**src/rtl/pislip_pkg.sv**
```systemverilog
package pislip_pkg;

  localparam int unsigned MAXP = 16;
  typedef logic [MAXP-1:0] vec_t;

  // circular first-set search starting at ptr over n positions
  function automatic vec_t rr_pick(vec_t req, int unsigned ptr, int unsigned n);
    vec_t r;
    logic found;
    r = '0;
    found = 1'b0;
    for (int unsigned k = 0; k < MAXP; k++) begin
      int unsigned idx;
      idx = (ptr + k) % n;
      if (k < n && !found && req[idx[3:0]]) begin
        r[idx[3:0]] = 1'b1;
        found = 1'b1;
      end
    end
    return r;
  endfunction

  function automatic int unsigned oh2idx(vec_t v);
    int unsigned r;
    r = 0;
    for (int unsigned k = 0; k < MAXP; k++)
      if (v[k]) r = k;
    return r;
  endfunction

  function automatic int unsigned wrap_next(int unsigned idx, int unsigned n);
    return (idx + 1) % n;
  endfunction

endpackage

```
**src/rtl/islip_grant.sv**
```systemverilog
module islip_grant #(
  parameter int N  = 4,
  parameter int PW = 2
) (
  input  logic          clk,
  input  logic          rst_n,
  input  logic [N-1:0]  req_col,
  input  logic          out_free,
  input  logic [PW-1:0] ptr,
  input  logic          lock_on,
  input  logic [PW-1:0] lock_src,
  output logic [N-1:0]  gnt
);
  import pislip_pkg::*;

  logic [N-1:0] src_mask;
  logic [N-1:0] eligible;
  vec_t         pick;

  always_comb begin
    src_mask = '0;
    src_mask[lock_src] = 1'b1;
    eligible = lock_on ? (req_col & src_mask) : req_col;
    pick     = rr_pick(vec_t'(eligible), int'(ptr), N);
    gnt      = out_free ? pick[N-1:0] : '0;
  end

  assert_one_grant_R2: assert property (@(posedge clk) disable iff (!rst_n)
    $onehot0(gnt));

  assert_locked_grant_R6: assert property (@(posedge clk) disable iff (!rst_n)
    lock_on |-> ((gnt & ~src_mask) == '0));

endmodule

```
**src/rtl/islip_accept.sv**
```systemverilog
module islip_accept #(
  parameter int N  = 4,
  parameter int PW = 2
) (
  input  logic          clk,
  input  logic          rst_n,
  input  logic [N-1:0]  gnt_row,
  input  logic          in_free,
  input  logic [PW-1:0] ptr,
  input  logic [N-1:0]  lock_row,
  output logic [N-1:0]  acc
);
  import pislip_pkg::*;

  logic [N-1:0] pref;
  logic [N-1:0] cand;
  vec_t         pick;

  always_comb begin
    pref = gnt_row & lock_row;
    cand = (pref != '0) ? pref : gnt_row;
    pick = rr_pick(vec_t'(cand), int'(ptr), N);
    acc  = in_free ? pick[N-1:0] : '0;
  end

  assert_one_accept_R2: assert property (@(posedge clk) disable iff (!rst_n)
    $onehot0(acc));

  assert_lock_first_R8: assert property (@(posedge clk) disable iff (!rst_n)
    (in_free && ((gnt_row & lock_row) != '0)) |-> ((acc & lock_row) != '0));

  assert_accept_granted_R3: assert property (@(posedge clk) disable iff (!rst_n)
    ((acc & ~gnt_row) == '0));

endmodule

```
**src/rtl/islip_iter.sv**
```systemverilog
module islip_iter #(
  parameter int N  = 4,
  parameter int PW = 2
) (
  input  logic                  clk,
  input  logic                  rst_n,
  input  logic [N*N-1:0]        req,
  input  logic [N-1:0]          in_free,
  input  logic [N-1:0]          out_free,
  input  logic [N-1:0][PW-1:0]  gptr,
  input  logic [N-1:0][PW-1:0]  aptr,
  input  logic [N-1:0]          lock_eff,
  input  logic [N-1:0][PW-1:0]  lock_src,
  output logic [N*N-1:0]        acc
);

  logic [N-1:0][N-1:0] req_col;   // [output][input]
  logic [N-1:0][N-1:0] gnt_col;   // [output][input]
  logic [N-1:0][N-1:0] gnt_row;   // [input][output]
  logic [N-1:0][N-1:0] lock_row;  // [input][output]
  logic [N-1:0][N-1:0] acc_row;   // [input][output]

  always_comb begin
    for (int i = 0; i < N; i++) begin
      for (int j = 0; j < N; j++) begin
        req_col[j][i]  = req[i*N+j] & in_free[i];
        gnt_row[i][j]  = gnt_col[j][i];
        lock_row[i][j] = lock_eff[j] && (lock_src[j] == PW'(i));
        acc[i*N+j]     = acc_row[i][j];
      end
    end
  end

  for (genvar j = 0; j < N; j++) begin : g_out
    islip_grant #(.N(N), .PW(PW)) u_grant (
      .clk      (clk),
      .rst_n    (rst_n),
      .req_col  (req_col[j]),
      .out_free (out_free[j]),
      .ptr      (gptr[j]),
      .lock_on  (lock_eff[j]),
      .lock_src (lock_src[j]),
      .gnt      (gnt_col[j])
    );
  end

  for (genvar i = 0; i < N; i++) begin : g_in
    islip_accept #(.N(N), .PW(PW)) u_accept (
      .clk      (clk),
      .rst_n    (rst_n),
      .gnt_row  (gnt_row[i]),
      .in_free  (in_free[i]),
      .ptr      (aptr[i]),
      .lock_row (lock_row[i]),
      .acc      (acc_row[i])
    );
  end

endmodule

```
**src/rtl/pktislip_sched.sv**
```systemverilog
module pktislip_sched #(
  parameter int N    = 4,
  parameter int PW   = (N > 1) ? $clog2(N) : 1,
  parameter int ITER = (N > 1) ? $clog2(N) : 1
) (
  input  logic           clk,
  input  logic           rst_n,
  input  logic           slot_en,
  input  logic [N*N-1:0] voq_req,
  input  logic [N*N-1:0] voq_eop,
  input  logic [N-1:0]   out_pkt_mode,
  output logic [N*N-1:0] match,
  output logic           match_vld
);
  import pislip_pkg::*;

  localparam int NN = N * N;

  // scheduler state
  logic [N-1:0][PW-1:0] gptr_q, aptr_q, lsrc_q;
  logic [N-1:0]         lock_q;
  logic [NN-1:0]        match_q;
  logic                 vld_q;

  logic [N-1:0]         lock_eff;
  logic [ITER:0][NN-1:0]   cum;
  logic [ITER-1:0][NN-1:0] it_acc;
  logic [NN-1:0]        match_c;

  // named internal events
  logic [N-1:0]         first_hit_out, first_hit_in;
  logic [N-1:0][PW-1:0] first_src_out, first_dst_in;
  logic [N-1:0]         xfer_out, xfer_eop;
  logic [N-1:0][PW-1:0] xfer_src;
  logic [N-1:0]         gptr_move;

  assign lock_eff = lock_q & out_pkt_mode;
  assign cum[0]   = '0;

  for (genvar k = 0; k < ITER; k++) begin : g_round
    logic [N-1:0] in_free_k, out_free_k;
    always_comb begin
      for (int i = 0; i < N; i++) begin
        in_free_k[i]  = ~|cum[k][i*N +: N];
        out_free_k[i] = 1'b1;
      end
      for (int i = 0; i < N; i++)
        for (int j = 0; j < N; j++)
          if (cum[k][i*N+j]) out_free_k[j] = 1'b0;
    end

    islip_iter #(.N(N), .PW(PW)) u_iter (
      .clk      (clk),
      .rst_n    (rst_n),
      .req      (voq_req),
      .in_free  (in_free_k),
      .out_free (out_free_k),
      .gptr     (gptr_q),
      .aptr     (aptr_q),
      .lock_eff (lock_eff),
      .lock_src (lsrc_q),
      .acc      (it_acc[k])
    );

    assign cum[k+1] = cum[k] | it_acc[k];

    assert_round_disjoint_R9: assert property (@(posedge clk) disable iff (!rst_n)
      ((it_acc[k] & cum[k]) == '0));
  end

  assign match_c = cum[ITER];

  always_comb begin
    for (int j = 0; j < N; j++) begin
      logic [N-1:0] col_first, col_all, col_eop;
      for (int i = 0; i < N; i++) begin
        col_first[i] = it_acc[0][i*N+j];
        col_all[i]   = match_c[i*N+j];
        col_eop[i]   = match_c[i*N+j] & voq_eop[i*N+j];
      end
      first_hit_out[j] = |col_first;
      first_src_out[j] = PW'(oh2idx(vec_t'(col_first)));
      xfer_out[j]      = |col_all;
      xfer_src[j]      = PW'(oh2idx(vec_t'(col_all)));
      xfer_eop[j]      = |col_eop;
      gptr_move[j]     = first_hit_out[j] && (!out_pkt_mode[j] || xfer_eop[j]);
    end
    for (int i = 0; i < N; i++) begin
      first_hit_in[i] = |it_acc[0][i*N +: N];
      first_dst_in[i] = PW'(oh2idx(vec_t'(it_acc[0][i*N +: N])));
    end
  end

  always_ff @(posedge clk) begin
    if (!rst_n) begin
      gptr_q  <= '0;
      aptr_q  <= '0;
      lsrc_q  <= '0;
      lock_q  <= '0;
      match_q <= '0;
      vld_q   <= 1'b0;
    end else if (slot_en) begin
      match_q <= match_c;
      vld_q   <= 1'b1;
      for (int j = 0; j < N; j++) begin
        if (gptr_move[j])
          gptr_q[j] <= PW'(wrap_next(int'(first_src_out[j]), N));
        if (!out_pkt_mode[j]) begin
          lock_q[j] <= 1'b0;
        end else if (xfer_out[j]) begin
          lock_q[j] <= !xfer_eop[j];
          lsrc_q[j] <= xfer_src[j];
        end
      end
      for (int i = 0; i < N; i++)
        if (first_hit_in[i])
          aptr_q[i] <= PW'(wrap_next(int'(first_dst_in[i]), N));
    end else begin
      match_q <= '0;
      vld_q   <= 1'b0;
    end
  end

  assign match     = match_q;
  assign match_vld = vld_q;

  // ---------------- assertions ----------------
  for (genvar a = 0; a < N; a++) begin : g_chk
    logic [N-1:0] row_v, col_v;
    always_comb
      for (int b = 0; b < N; b++) begin
        row_v[b] = match_q[a*N+b];
        col_v[b] = match_q[b*N+a];
      end

    assert_row_single_R2: assert property (@(posedge clk) disable iff (!rst_n)
      $onehot0(row_v));
    assert_col_single_R2: assert property (@(posedge clk) disable iff (!rst_n)
      $onehot0(col_v));

    assert_unlock_on_eop_R7: assert property (@(posedge clk) disable iff (!rst_n)
      (slot_en && out_pkt_mode[a] && xfer_eop[a]) |=> !lock_q[a]);

    assert_pkt_ptr_hold_R11: assert property (@(posedge clk) disable iff (!rst_n)
      (slot_en && out_pkt_mode[a] && !xfer_eop[a]) |=> $stable(gptr_q[a]));
  end

  assert_match_needs_req_R3: assert property (@(posedge clk) disable iff (!rst_n)
    (slot_en) |=> ((match & ~$past(voq_req)) == '0));

  assert_idle_quiet_R10: assert property (@(posedge clk) disable iff (!rst_n)
    !slot_en |=> (!match_vld && match == '0 && $stable(gptr_q) && $stable(aptr_q)
                  && $stable(lock_q)));

  assert_result_latency_R12: assert property (@(posedge clk) disable iff (!rst_n)
    slot_en |=> match_vld);

endmodule

```
**config.mk**
```make
export PLATFORM = sky130hd
export DESIGN_NAME = pktislip_sched
export DESIGN_NICKNAME = d
export VERILOG_FILES = /design/src/rtl/pislip_pkg.sv /design/src/rtl/islip_grant.sv /design/src/rtl/islip_accept.sv /design/src/rtl/islip_iter.sv /design/src/rtl/pktislip_sched.sv
export SDC_FILE = /design/constraint.sdc
export NUM_CORES = 1
export LEC_CHECK = 0
export CAP_MARGIN = 10
export CORE_ASPECT_RATIO = 0.8
export CORE_UTILIZATION = 50
export DETAILED_ROUTE_END_ITERATION = 7
export DONT_BUFFER_PORTS = 1
export PLACE_DENSITY = 0.76
export SYNTH_ARGS = -nofsm -noshare
export SYNTH_HDL_FRONTEND = slang
export SYNTH_HIERARCHICAL = 1
export SYNTH_SLANG_ARGS = --single-unit
export TNS_END_PERCENT = 50
```
**constraint.sdc**
```tcl
create_clock -name clk -period 10.35 [get_ports clk]
set_input_delay 1.035 -clock clk [delete_from_list [all_inputs] [get_ports clk]]
set_output_delay 1.035 -clock clk [all_outputs]
set_load 0.005 [all_outputs]
```
Yosys cells after proc, flatten, opt, wreduce, memory -nomap -nowiden

Index checks and enable logic that the tools add are counted.

Add/sub/neg operators: 32
$lt $le $gt $ge: 72
Eq/ne operators: 16
Mux-type cells: 396
Bitwise gates (word level): 98
Reduce and logical (&&, ||, !) cells: 213

Operators by type and width:

| cell                  | count |
|---|---|
| $mux W4               | 88 |
| $or A4 B4 Y4          | 48 |
| $mux W1               | 184 |
| $lt A2 B5 Y1 const B  | 32 |
| $bmux W1 S2           | 64 |
| $logic_and A1 B1 Y1   | 104 |
| $demux W1 S2          | 36 |
| $ge A2 B1 Y1 const B  | 36 |
| $and A4 B4 Y4         | 17 |
| $reduce_or A4 Y1      | 16 |
| $logic_not A1 Y1      | 60 |
| $mux W2               | 24 |
| $add A2 B1 Y2 const B | 16 |
| $add A2 B2 Y2 const B | 16 |
| $and A1 B1 Y1         | 32 |
| $reduce_bool A4 Y1    | 8 |
| $reduce_and A2 Y1     | 13 |
| $eq A2 B2 Y1 const B  | 8 |
| $or A16 B16 Y16       | 1 |
| $lt A2 B3 Y1 const B  | 4 |
| $reduce_and A3 Y1     | 4 |
| $eq A2 B1 Y1 const B  | 4 |
| $logic_not A2 Y1      | 4 |
| $ne A2 B1 Y1 const B  | 4 |
| $logic_or A1 B1 Y1    | 4 |

Flip-flop bits (word level): 45
Input port bits: 39
Output and inout bits: 17
Word-level logic and storage cells: 845

Depth between registers and ports, before layout

Word-level depth: 73
Mapped depth: 35

By module

Netlist, hierarchy kept.

By module, submodules not included:

| module                                               | instances | cells each | area an instance (um^2) | sequential area each (um^2) |
|---|---|---|---|---|
| islip_accept                                         | 8         | 65         | 525.5                   | 0.0 |
| islip_grant (g_round[0].u_iter.g_out[1].u_grant ...) | 7         | 58         | 435.4                   | 0.0 |
| pktislip_sched                                       | 1         | 263        | 2135.8                  | 900.9 |
| islip_iter                                           | 2         | 32         | 250.2                   | 0.0 |
| islip_grant (g_round[0].u_iter.g_out[0].u_grant)     | 1         | 53         | 437.9                   | 0.0 |

Worst setup path after synthesis

No wires, ideal clock.

Kind: input-to-reg
Start point: input out_pkt_mode[2]
End point: register lsrc_q[4] (netlist bit)
Library setup time: 0.059 ns
Data arrival time: 8.662 ns
Required time: 10.291 ns
Path slack: 1.629 ns
Cell stages on the path: 32
Path buffers: 1
Cells stage by stage: and2_1 o21ai_2 and3_1 o32a_2 nand2_1 o22a_1 o221ai_1 a222oi_1 o21ai_1 mux2_2 mux2i_2 mux2_2 o31a_1 buf_2 nor4_1 and2_1 mux2i_1 o21ai_0 o32ai_4 nand2_1 o22a_1 o221ai_1 a222oi_1 o21ai_1 mux2_2 mux2i_2 mux2_2 o31a_1 nor4_1 a21oi_1 o311ai_0 o211a_1

RTL lines:

| element                        | RTL line              | text |
|---|---|---|
| start: declaration             | pktislip_sched.sv:11  | `input logic [N-1:0] out_pkt_mode,` |
| end signal: indexed assignment | pktislip_sched.sv:112 | `lsrc_q[j] <= xfer_src[j];` |
| end: declaration               | pktislip_sched.sv:20  | `logic [N-1:0][PW-1:0] gptr_q, aptr_q, lsrc_q;` |

==> impl_metrics.yaml <==
clocking:
  cts.path.max_buffers: 2
  cts_buffers: 5
  cts-resized-gates: 0
  clock_latency_ns: 0.30
  hold_buffers: 0
  cts_root_buf: "clkbuf_16"
  cts.clk_slew.worst_paths_ns: 0.08
  cts_tree: "built"
  post_cts_buffers: 0
  htree_num_levels: 2
  clkSinkCount: 45
placement:
  port_buffers: 0
  gp_congestion: 1.00
  dpl.cell_count: 1627
  hpwl_mm: 25.6
  placed_area_um2: 10900
logic_synthesis:
  synth_top_cell_by_area: "ha_1"
  syn-cell-area_um2: 10300
  yosysSeqAreaShare_pct: 8.72
  ys_types: 72
  syn_inst: 1306
  synth_edf_count: 0
  yosys.area.top_type_share_pct: 13.7
  ys_ff_latch: 45
  synth_area_leaders: "ha_1 (14%), dfxtp_1 (8.7%), a21oi_1 (5.0%), nand2_1 (4.7%), mux2_2 (4.4%)"
  synthFlopType: "dfxtp_1"
  yosys_warnings: 6
  syn_area_per_cell_um2: 7.91
  async_flop_share_pct: 0
detailed_routing:
  antenna_left: 0
  drtPass1Iterations: 7
  wire_per_inst_um: 20.0
  vias: 10800
  drt_iter0_markers: 1490
  drcViolationCount: 0
  via_per_inst: 6.60
  routed_wl_mm: 32.9
die:
  io_pins: 56
  fp.dieH_um: 131
  rows: 46
  core_um2: 20000
  die_area_um2: 21200
  initial_core_util_pct: 51.6
  die_w_um: 163
final_layout:
  stdcell_count: 1642
  layout_common_cells: "nand2_1 (128), ha_1 (113), a21oi_1 (103), o21ai_0 (87), nor2_1 (62)"
  final_common_cell: "nand2_1"
  final_area_um2: 11100
  multiInputGateArea_um2: 9180
  nFillCells: 1843
  syn_to_final_growth_pct: 7.32
  drive_above_1_share_pct: 14.4
  final_nets: 1522
  layout.area.seq_um2: 901
sta:
  period_needed_ns: 9.57
  slew_headroom_pct: 38.6
  post-route-period-util_pct: 92.5
  rsz0062_at_grt: "false"
  finalSetupViolations: 0
  tightest_slew_ns: 0.919
  skew_ns: 0.00914
  max_freq_mhz: 104
  finalSetupTns_ns: 0
  finalHoldViolations: 0
  slew_violations: 0
global_route:
  antenna_found_initial: 4
  grt_use_total_pct: 30.5
  grt_max_degree: 34
  grt_pass1_vias: 9828
  grt_pass1_wl_mm: 51.8
  grt_remaining_overflow: 0
worst_setup_path:
  critPathSlowestCell: "a222oi_1"
  end_kind: "flop"
  cpMostUsedCell: "mux2_2"
  path_class: "input port to flop"
  crit_family: "compound AO/OA/AOI/OAI gates"
  cp.arrival_ns: 9.74
  start_kind: "input port"
  cp_max_fo: 8
  cpPeakStageDelay_ns: 0.54
  cp.required_ns: 10.52
  crit_buf_inv: 2
run_status:
  status: "completed"
job:
  cap_violations: 0
hold_path:
  worstHoldPathType: "flop to flop"
[worst paths after layout]
path | start | endpoint | slack [ns] | cells past startpoint
worst min-delay path | lock_q[3]$_SDFFE_PN0P_ | lock_q[3]$_SDFFE_PN0P_ | 0.46 | 2
worst max-delay path | out_pkt_mode[0] | gptr_q[0]$_SDFFE_PN0P_ | 0.78 | 31
worst min register to register | lock_q[3]$_SDFFE_PN0P_ | lock_q[3]$_SDFFE_PN0P_ | 0.46 | 2
worst max register to register | lsrc_q[6]$_SDFFE_PN0P_ | gptr_q[0]$_SDFFE_PN0P_ | 0.99 | 31
[state kept, by name, summed over array words and instances (netlist names)]
name	flops
match_vld	1
lsrc_q	8
gptr_q	8
aptr_q	8
lock_q	4
match	16
[tightest hold or removal path: stages, from the launching register on]
cell     delay (ns)
dfxtp_1        0.31
nand2_1        0.05
o21ai_0        0.06
[synth_stat cells, drive strengths merged, types with 8 or more instances]
| cell | count |
|---|---|
| o21ai | 120 |
| o22a | 32 |
| or3 | 22 |
| ha | 113 |
| buf | 34 |
| and2 | 47 |
| o211a | 11 |
| o221ai | 32 |
| nor2 | 62 |
| nor3b | 42 |
| inv | 49 |
| mux2i | 46 |
| or4 | 8 |
| nand2 | 128 |
| a211oi | 16 |
| dfxtp | 45 |
| mux2 | 40 |
| nor4 | 14 |
| o31a | 32 |
| a21boi | 33 |
| and3b | 16 |
| o21a | 9 |
| nand2b | 36 |
| a21oi | 103 |
| nand3 | 13 |
| a222oi | 16 |
| nand4 | 9 |
| a211o | 8 |
| o22ai | 22 |
| nor2b | 15 |
| a22oi | 8 |
| nor3 | 11 |
| a21o | 9 |
| and3 | 29 |
| a32o | 16 |
| o211ai | 8 |
[metal layers]
metal | track usage, % | wire, um | vias up
met2 | 45.2 | 13500 | 603
met1 | 42.5 | 14100 | 5043
met3 | 9.12 | 4470 | 54
met5 | 0 | 26 | -
met4 | 8.69 | 747 | 4
li1 | - | - | 5134
[logic make-up after synthesis]
family,share of synthesized area (%)
buf+inv,4.45
compound gates,38.3
other cells,0.0363
fa+ha+maj,13.7
flops,8.72
simple gates,25.3
mux,9.55
[per-stage QoR]
step,setup WS [ns],utilization (%),hold WS [ns]
floorplan,1.63,-,0.430
global placement,1.08,54.5,0.445
detailed placement,0.769,54.5,0.446
CTS,1.05,55.2,0.458
global route,0.158,55.2,0.474
finish,0.777,55.3,0.456
[area by class of cell]
cell class	instances	share of cell area, %
Sequential cell	45	8.13
Clock buffer	5	1.13
Tap cell	264	2.98
Antenna cell	7	0.158
Clock inverter	3	0.260
Multi-Input combinational cell	1227	82.9
Timing Repair Buffer	41	2.78
Inverter	50	1.69
Power is not shown: default switching activity piles up to over one toggle a cycle in this logic, so the estimate is an artifact.
